$ cat config.mk
export PLATFORM = sky130hd
export DESIGN_NAME = hirq_ctrl
export DESIGN_NICKNAME = d
export VERILOG_FILES = /design/src/rtl/hirq_pkg.sv /design/src/rtl/hirq_status.sv /design/src/rtl/hirq_mask.sv /design/src/rtl/hirq_out_fsm.sv /design/src/rtl/hirq_ctrl.sv
export SDC_FILE = /design/constraint.sdc
export NUM_CORES = 1
export LEC_CHECK = 0
export BUFFER_PORTS_ARGS = -buffer_cell sky130_fd_sc_hd__buf_4
export CAP_MARGIN = 25
export CORE_ASPECT_RATIO = 0.75
export CORE_MARGIN = 3
export CORE_UTILIZATION = 25
export CTS_CLUSTER_DIAMETER = 40
export CTS_CLUSTER_SIZE = 24
export DETAILED_ROUTE_END_ITERATION = 10
export SLEW_MARGIN = 0
export SYNTH_ARGS = -nofsm -noshare
export SYNTH_HDL_FRONTEND = slang
export SYNTH_SLANG_ARGS = --single-unit
$ cat constraint.sdc
create_clock -name clk -period 1.52 [get_ports clk]
set_clock_uncertainty 0.05 [all_clocks]
set_input_delay 0.152 -clock clk [delete_from_list [all_inputs] [get_ports clk]]
set_output_delay 0.152 -clock clk [all_outputs]
set_load 0.02 [all_outputs]
$ cat src/rtl/hirq_pkg.sv
package hirq_pkg;
    localparam int ADDR_W = 3;

    localparam logic [ADDR_W-1:0] RA_MASK = 3'd0;
    localparam logic [ADDR_W-1:0] RA_MSET = 3'd1;
    localparam logic [ADDR_W-1:0] RA_MCLR = 3'd2;
    localparam logic [ADDR_W-1:0] RA_PEEK = 3'd3;
    localparam logic [ADDR_W-1:0] RA_TAKE = 3'd4;
    localparam logic [ADDR_W-1:0] RA_ACK  = 3'd5;
    localparam logic [ADDR_W-1:0] RA_CFG  = 3'd6;

    localparam int CFG_EN_BIT = 5;
    localparam int CFG_LO_BIT = 7;

    typedef enum logic [1:0] {
        ST_OFF    = 2'd0,
        ST_QUIET  = 2'd1,
        ST_RAISED = 2'd2
    } irq_state_e;
endpackage

$ cat src/rtl/hirq_status.sv
module hirq_status #(
    parameter int WIDTH = 16
) (
    input  logic             clk,
    input  logic             rst_n,
    input  logic [WIDTH-1:0] src_evt,
    input  logic             ack_we,
    input  logic             take_rd,
    input  logic [WIDTH-1:0] wdata,
    output logic [WIDTH-1:0] sts_q,
    output logic [WIDTH-1:0] sts_d
);
    logic [WIDTH-1:0] clr_vec;

    always_comb begin
        clr_vec = '0;
        if (take_rd)
            clr_vec = '1;
        else if (ack_we)
            clr_vec = wdata;
        // a new event outranks any clear in the same cycle
        sts_d = (sts_q & ~clr_vec) | src_evt;
    end

    always_ff @(posedge clk or negedge rst_n) begin
        if (!rst_n)
            sts_q <= '0;
        else
            sts_q <= sts_d;
    end
endmodule

$ cat src/rtl/hirq_mask.sv
module hirq_mask #(
    parameter int               WIDTH   = 16,
    parameter logic [WIDTH-1:0] RST_VAL = 1
) (
    input  logic             clk,
    input  logic             rst_n,
    input  logic             wr_full,
    input  logic             wr_set,
    input  logic             wr_clr,
    input  logic [WIDTH-1:0] wdata,
    output logic [WIDTH-1:0] mask_q,
    output logic [WIDTH-1:0] mask_d
);
    always_comb begin
        mask_d = mask_q;
        if (wr_full)
            mask_d = wdata;
        else if (wr_set)
            mask_d = mask_q | wdata;
        else if (wr_clr)
            mask_d = mask_q & ~wdata;
    end

    always_ff @(posedge clk or negedge rst_n) begin
        if (!rst_n)
            mask_q <= RST_VAL;
        else
            mask_q <= mask_d;
    end
endmodule

$ cat src/rtl/hirq_out_fsm.sv
module hirq_out_fsm
    import hirq_pkg::*;
(
    input  logic clk,
    input  logic rst_n,
    input  logic en_d,
    input  logic lo_d,
    input  logic pend_d,
    output logic host_irq
);
    irq_state_e state_q, state_nx;

    always_comb begin
        state_nx = state_q;
        unique case (state_q)
            ST_OFF:    if (en_d) state_nx = pend_d ? ST_RAISED : ST_QUIET;
            ST_QUIET:  if (!en_d) state_nx = ST_OFF;
                       else if (pend_d) state_nx = ST_RAISED;
            ST_RAISED: if (!en_d) state_nx = ST_OFF;
                       else if (!pend_d) state_nx = ST_QUIET;
            default:   state_nx = ST_OFF;
        endcase
    end

    always_ff @(posedge clk or negedge rst_n) begin
        if (!rst_n)
            state_q <= ST_OFF;
        else
            state_q <= state_nx;
    end

    always_ff @(posedge clk or negedge rst_n) begin
        if (!rst_n)
            host_irq <= 1'b0;
        else
            host_irq <= (state_nx == ST_RAISED) ^ lo_d;
    end
endmodule

$ cat src/rtl/hirq_ctrl.sv
module hirq_ctrl
    import hirq_pkg::*;
#(
    parameter int               WIDTH    = 16,
    parameter logic [WIDTH-1:0] MASK_RST = 1
) (
    input  logic             clk,
    input  logic             rst_n,
    input  logic [WIDTH-1:0] src_evt,
    input  logic             reg_wr,
    input  logic             reg_rd,
    input  logic [ADDR_W-1:0] reg_addr,
    input  logic [WIDTH-1:0] reg_wdata,
    output logic [WIDTH-1:0] reg_rdata,
    output logic             host_irq
);
    localparam logic [WIDTH-1:0] CFG_KEEP =
        (WIDTH'(1) << CFG_EN_BIT) | (WIDTH'(1) << CFG_LO_BIT);

    logic [WIDTH-1:0] sts_q, sts_d, mask_q, mask_d, cfg_q, cfg_d;
    logic             cfg_en_q, cfg_lo_q;

    hirq_status #(.WIDTH(WIDTH)) status_i (
        .clk(clk), .rst_n(rst_n), .src_evt(src_evt),
        .ack_we(reg_wr && reg_addr == RA_ACK),
        .take_rd(reg_rd && reg_addr == RA_TAKE),
        .wdata(reg_wdata), .sts_q(sts_q), .sts_d(sts_d)
    );

    hirq_mask #(.WIDTH(WIDTH), .RST_VAL(MASK_RST)) mask_i (
        .clk(clk), .rst_n(rst_n),
        .wr_full(reg_wr && reg_addr == RA_MASK),
        .wr_set(reg_wr && reg_addr == RA_MSET),
        .wr_clr(reg_wr && reg_addr == RA_MCLR),
        .wdata(reg_wdata), .mask_q(mask_q), .mask_d(mask_d)
    );

    always_comb begin
        cfg_d = cfg_q;
        if (reg_wr && reg_addr == RA_CFG)
            cfg_d = reg_wdata & CFG_KEEP;
    end

    always_ff @(posedge clk or negedge rst_n) begin
        if (!rst_n)
            cfg_q <= '0;
        else
            cfg_q <= cfg_d;
    end

    assign cfg_en_q = cfg_q[CFG_EN_BIT];
    assign cfg_lo_q = cfg_q[CFG_LO_BIT];

    hirq_out_fsm fsm_i (
        .clk(clk), .rst_n(rst_n),
        .en_d(cfg_d[CFG_EN_BIT]), .lo_d(cfg_d[CFG_LO_BIT]),
        .pend_d(|(sts_d & ~mask_d)),
        .host_irq(host_irq)
    );

    always_comb begin
        reg_rdata = '0;
        if (reg_rd) begin
            unique case (reg_addr)
                RA_MASK:          reg_rdata = mask_q;
                RA_PEEK, RA_TAKE: reg_rdata = sts_q;
                RA_CFG:           reg_rdata = cfg_q;
                default:          reg_rdata = '0;
            endcase
        end
    end
endmodule

* Yosys cells after proc, flatten, opt, wreduce, memory -nomap -nowiden
Cells that the tools add are included.
** Storage, ports and cells
- Flip-flop bits (word level) :: 37
- Input bits :: 39
- Output and inout bits :: 17
** Operators by class
- Eq/ne operators :: 9
- Multiplexer cells :: 15
- Bitwise operators :: 9
- Reductions and logical operators :: 10
** Operator list (number)
- 16-bit two-way mux :: 6
- 16-bit bitwise AND :: 3
- 16-bit inverter :: 3
- 16-bit one-hot mux with 3 select lines :: 1
- 16-bit bitwise OR :: 2
- 16-bit OR reduction :: 1
- 2-bit two-way mux :: 6
- 3-bit equality test (second input constant) :: 3
- 8-bit two-way mux :: 1
- 3-bit by 2-bit equality test with 1-bit output (second input constant) :: 2
- 1-bit logical AND :: 6
- 2-bit one-hot mux with 3 select lines :: 1
- 2-bit equality test (second input constant) :: 2
- 3-bit by 1-bit equality test with 1-bit output (second input constant) :: 1
- 3-bit zero test :: 1
- 2-bit by 1-bit equality test with 1-bit output (second input constant) :: 1
- 2-bit zero test :: 1
- 2-bit OR reduction :: 1
- 1-bit bitwise XOR :: 1

* Logic depth before layout (Yosys ltp)
- Depth in word-level cells :: 14
- Gate-level depth with buffers :: 9

* Modules after synthesis
Synthesis repeated with hierarchy kept, for this count alone.
** Unflattened totals
- Cells, all modules :: 216
- Area, all modules :: 2288.4 µm²
** Modules (own cells, without submodules)
- hirq_ctrl :: instances 1, cells each 101, area an instance 854.6 µm², seq. area each 50.0 µm²
- hirq_mask :: instances 1, cells each 55, area an instance 676.9 µm², seq. area each 401.6 µm²
- hirq_status :: instances 1, cells each 52, area an instance 643.1 µm², seq. area each 400.4 µm²
- hirq_out_fsm :: instances 1, cells each 8, area an instance 113.9 µm², seq. area each 75.1 µm²

* Worst setup path before layout
OpenSTA, ideal clock, no wires.
- Path kind :: input to register
- From :: in reg_addr[0]
- To :: reg fsm_i.host_irq
- Library setup time :: 0.129 ns
- Data arrival time :: 1.695 ns
- Required time :: 1.341 ns
- Path slack :: -0.354 ns
- Cell stages on the path :: 9
- Path buffers :: 2
- Cell sequence :: buf_4 and4bb_2 buf_2 a211oi_1 o211ai_1 o2111ai_1 nor4_2 a211oi_2 xor2_1
** On the way
- Longest elaborated chain between the ends :: 14
** Ends and longest elaborated chain
- from (decl) :: line hirq_ctrl.sv:12 : input logic [ADDR_W-1:0] reg_addr,
- 3-bit equality test :: line hirq_ctrl.sv:25 : .ack_we(reg_wr && reg_addr == RA_ACK),
- 1-bit logical AND :: line hirq_ctrl.sv:25
- 16-bit two-way mux :: line hirq_status.sv:19 : else if (ack_we)
- 16-bit two-way mux :: line hirq_status.sv:17 : if (take_rd)
- 16-bit inverter :: line hirq_status.sv:22 : sts_d = (sts_q & ~clr_vec) | src_evt;
- 16-bit bitwise AND :: line hirq_status.sv:22
- 16-bit bitwise OR :: line hirq_status.sv:22
- 16-bit bitwise AND :: line hirq_ctrl.sv:57 : .pend_d(|(sts_d & ~mask_d)),
- 16-bit OR reduction :: line hirq_ctrl.sv:57
- 2-bit two-way mux, on equally long branches :: line hirq_out_fsm.sv:20, hirq_out_fsm.sv:16, hirq_out_fsm.sv:18
- 2-bit two-way mux, on equally long branches :: line hirq_out_fsm.sv:19, hirq_out_fsm.sv:16, hirq_out_fsm.sv:17
- 2-bit one-hot mux with 3 select lines * :: line hirq_out_fsm.sv:15 : unique case (state_q)
- via fsm_i.state_nx[1] :: line hirq_out_fsm.sv:11 : irq_state_e state_q, state_nx;
- 2-bit equality test * :: line hirq_out_fsm.sv:36 : host_irq <= (state_nx == ST_RAISED) ^ lo_d;
- 1-bit bitwise XOR * :: line hirq_out_fsm.sv:36
- to (signal assigned) :: line hirq_out_fsm.sv:36
- to (decl) :: line hirq_out_fsm.sv:9 : output logic host_irq
Mark *: on every way through the listed nets, which the timed path passes. The rest lies on a longest branch.

* Final worst setup path
- From :: in reg_addr[2]
- To :: reg fsm_i.host_irq
** RTL lines
- 3-bit by 2-bit equality test with 1-bit output :: line hirq_ctrl.sv:34 : .wr_clr(reg_wr && reg_addr == RA_MCLR),
- 1-bit logical AND :: line hirq_ctrl.sv:34
- 16-bit two-way mux :: line hirq_mask.sv:20 : else if (wr_clr)
- 16-bit two-way mux :: line hirq_mask.sv:18 : else if (wr_set)
- 16-bit two-way mux * :: line hirq_mask.sv:16 : if (wr_full)
- via mask_d[11] :: line hirq_ctrl.sv:20 : logic [WIDTH-1:0] sts_q, sts_d, mask_q, mask_d, cfg_q, cfg_d;
- 16-bit inverter * :: line hirq_ctrl.sv:57
- 16-bit bitwise AND * :: line hirq_ctrl.sv:57
- 16-bit OR reduction * :: line hirq_ctrl.sv:57
- 2-bit two-way mux, on equally long branches :: line hirq_out_fsm.sv:20, hirq_out_fsm.sv:16, hirq_out_fsm.sv:18
- 2-bit two-way mux, on equally long branches :: line hirq_out_fsm.sv:19, hirq_out_fsm.sv:16, hirq_out_fsm.sv:17
- 2-bit one-hot mux with 3 select lines * :: line hirq_out_fsm.sv:15
- via fsm_i.state_nx[1] :: line hirq_out_fsm.sv:11
- 2-bit equality test * :: line hirq_out_fsm.sv:36
- 1-bit bitwise XOR * :: line hirq_out_fsm.sv:36
Marked as above.

==> flow_summary.yaml <==
status:
  outcome: "finished, violations left"
  violations: "setup timing"
final_layout:
  finalNonFillerCells: 475
  final_common_cell: "buf_4"
  multi_input_area_um2: 1320
  nNetsFinal: 405
  area_delta_synth_final_pct: 63.0
  fillers: 846
  seq_area_um2: 927
  n_antenna_cell: 0
  design_area_um2: 3660
  final_cell_mix: "buf_4 (70), nand2_1 (44), dfrtp_1 (36)"
  drive_gt1_share_pct: 45.0
detailed_routing:
  drc: 0
  firstDrtPassIters: 4
  vias: 2307
  dr.first_iter.drc_count: 164
  ant_nets: 0
  wl_per_cell_um: 16.6
  viasPerCell: 4.86
  wirelength_mm: 7.90
placed_design:
  placed_cell_area_um2: 3130
  place_hpwl_mm: 5.59
  dp_cells: 457
  port_buffers: 55
  gp_congestion: 0.792
global_routing:
  grt.overflow.total: 0
  grt_max_degree: 38
  track_usage_pct: 15.6
  antenna_found_initial: 0
  grt_pass1_wl_mm: 12.0
  grt_pass1_vias: 2314
min_path:
  min_from: "src_evt[14]"
  hp-class: "in -> reg"
  hold_depth: 2
clocking:
  root_buffer: "clkbuf_16"
  cts.clk_slew.worst_paths_ns: 0.06
  cts_tree: "built"
  cts_made_buffers: 5
  ctsLongestPathBuffers: 2
  htreeDepth: 2
  insertion_delay_ns: 0.28
  cts.sinks: 37
sta:
  setup_slack_ns: -0.329
  timing_hold_violations_final: 0
  slew_violations: 0
  fmax_mhz: 541
  slew_headroom_pct: 66.3
  period_share_pct: 122
  rsz0062_at_grt: "true"
  setup_tns_ns: -1.11
  tightest_slew_ns: 0.505
  final.min_clock_period_ns: 1.85
  finalSetupViolCount: 9
die:
  fp.coreArea_um2: 8600
  die_area_um2: 10200
  initial_core_util_pct: 26.1
  die_h_um: 88.1
  rows: 29
  die_w_um: 115
  io_pins: 56
synth:
  syn_area_um2: 2240
  post-synth-top-area-cell: "dfrtp_1"
  async_reset_ff_share_pct: 100
  synth.distinct_cells: 35
  synthTopCellsByArea: "dfrtp_1 (40%), nand2_1 (7.4%), o21ai_0 (6.7%)"
  synth_edf_count: 0
  synth-main-ff-cell: "dfrtp_1"
  synth-seq-cells: 37
  seq_area_frac_synth_pct: 41.3
  netlist.area_leader.share_pct: 40.1
  avgSynthCellArea_um2: 8.50
  ys_warn_count: 0
  syn_inst: 264
  synthesis.nets: 303
critical_path:
  crit_chain: "buf_4 -> buf_4 -> nor3b_1 -> buf_4 -> o21ai_0 -> a22o_1 -> o2111ai_1 -> nor4_4 -> a211oi_2 -> xor2_1"
  worstPathArrival_ns: 2.00
  critPathMaxStageDelay_ns: 0.30
  r2r-start: "status_i.sts_q[14]"
  cp_top_family: "compound AO/OA/AOI/OAI gates"
  rr_worst_depth: 7
  cp-startpoint: "reg_addr[2]"
  startpoint_type: "input port"
  r2r_end: "fsm_i.state_q[0]"
  cp-end-kind: "register"
  endpoint: "fsm_i.host_irq"
  critPathSlowestCell: "o2111ai_1"
  r2r_setup_slack_ns: -0.28
  worst-path-stages: 10
  path_class: "in -> reg"
  path_buf_inv: 3
  crit_path_frequent_cell: "buf_4"
  cp_max_fo: 10
  crit_required_ns: 1.67
job:
  drv_cap: 0
power:
  pwr_density_cell_nw_per_um2: 913
  p_leak_nw: 1.64
  peakVddDrop_uv: 466
[power by group]
group          leakage [nW]  total, mW  switching [mW]  internal (mW)
Clock                0.0841       1.22           0.403          0.820
Combinational          1.16      0.919           0.451          0.468
Sequential            0.403       1.20          0.0798           1.12
[layer usage]
metal,routed length (µm),global-route usage (%)
met5,0,0
met4,67,2.88
met3,588,3.94
met2,3720,24.8
met1,3520,21.8
[cells by family after synthesis]
group	synth area share (%)
XOR/XNOR	0.390
multiplexers	1.84
AO/OA/AOI/OAI	25.8
flip-flops	41.3
AND/OR/NAND/NOR	23.9
buffers and inverters	6.80
[worst register-to-register path: cells and delay by family (launching register included)]
family                 cells  cell delay (ns)
AND/OR/NAND/NOR            2             0.50
flip-flops                 1             0.39
buffers and inverters      2             0.26
AO/OA/AOI/OAI              3             0.54
[Yosys cell counts (8+ instances only)]
master and count:
nand2_1 44, dfrtp_1 36, o21ai_0 30, inv_1 19, a22oi_1 14, and2_1 14, nor2b_1 12, o211ai_1 12
or2_2 12, a211oi_1 11, clkbuf_1 8, nor2_1 8
[worst min-delay path by stage]
stage          slack, ns                  to
6_report            0.02  status_i.sts_q[14]
5_1_grt             0.02   status_i.sts_q[9]
4_1_cts             0.02  status_i.sts_q[13]
3_5_place_dp        0.11   status_i.sts_q[1]
3_3_place_gp        0.10   status_i.sts_q[1]
2_1_floorplan      -0.19            cfg_q[5]
[state kept, by name, indices dropped and copies added (netlist names)]
register and cells:
fsm_i.state_q 2, fsm_i.host_irq 1, cfg_q 2, status_i.sts_q 16
mask_i.mask_q 16
[layout make-up]
class	instances	area share [%]
well taps	108	3.69
multi-input cells	193	36.1
inverters	19	1.95
clock inverters	1	0.821
repair buffers	110	28.2
flip-flops and latches	37	25.3
clock buffers	7	3.90
[repair_timing]
| item | 4_1_cts | 5_1_grt |
|---|---|---|
| setup buffers | 2 | 7 |
| hold endpoints to repair | 36 | 0 |
| hold buffers | 1 | 0 |
| pin swaps | 1 | 13 |
| setup endpoints to repair | 19 | 19 |
| gates resized for setup | 9 | 78 |
| gates cloned | 0 | 0 |
[through the flow]
step	setup slack [ns]	power, mW	hold WS [ns]	util [%]
floorplan	-0.261	1.58	-0.194	-
detailed placement	-0.620	2.00	0.109	36.4
global placement	-0.521	1.98	0.102	36.4
global route	-0.402	3.49	0.0239	42.6
finish	-0.329	3.34	0.0216	42.6
CTS	-0.273	3.24	0.0159	38.8
Note: power is estimated with default switching activity, not from simulation.
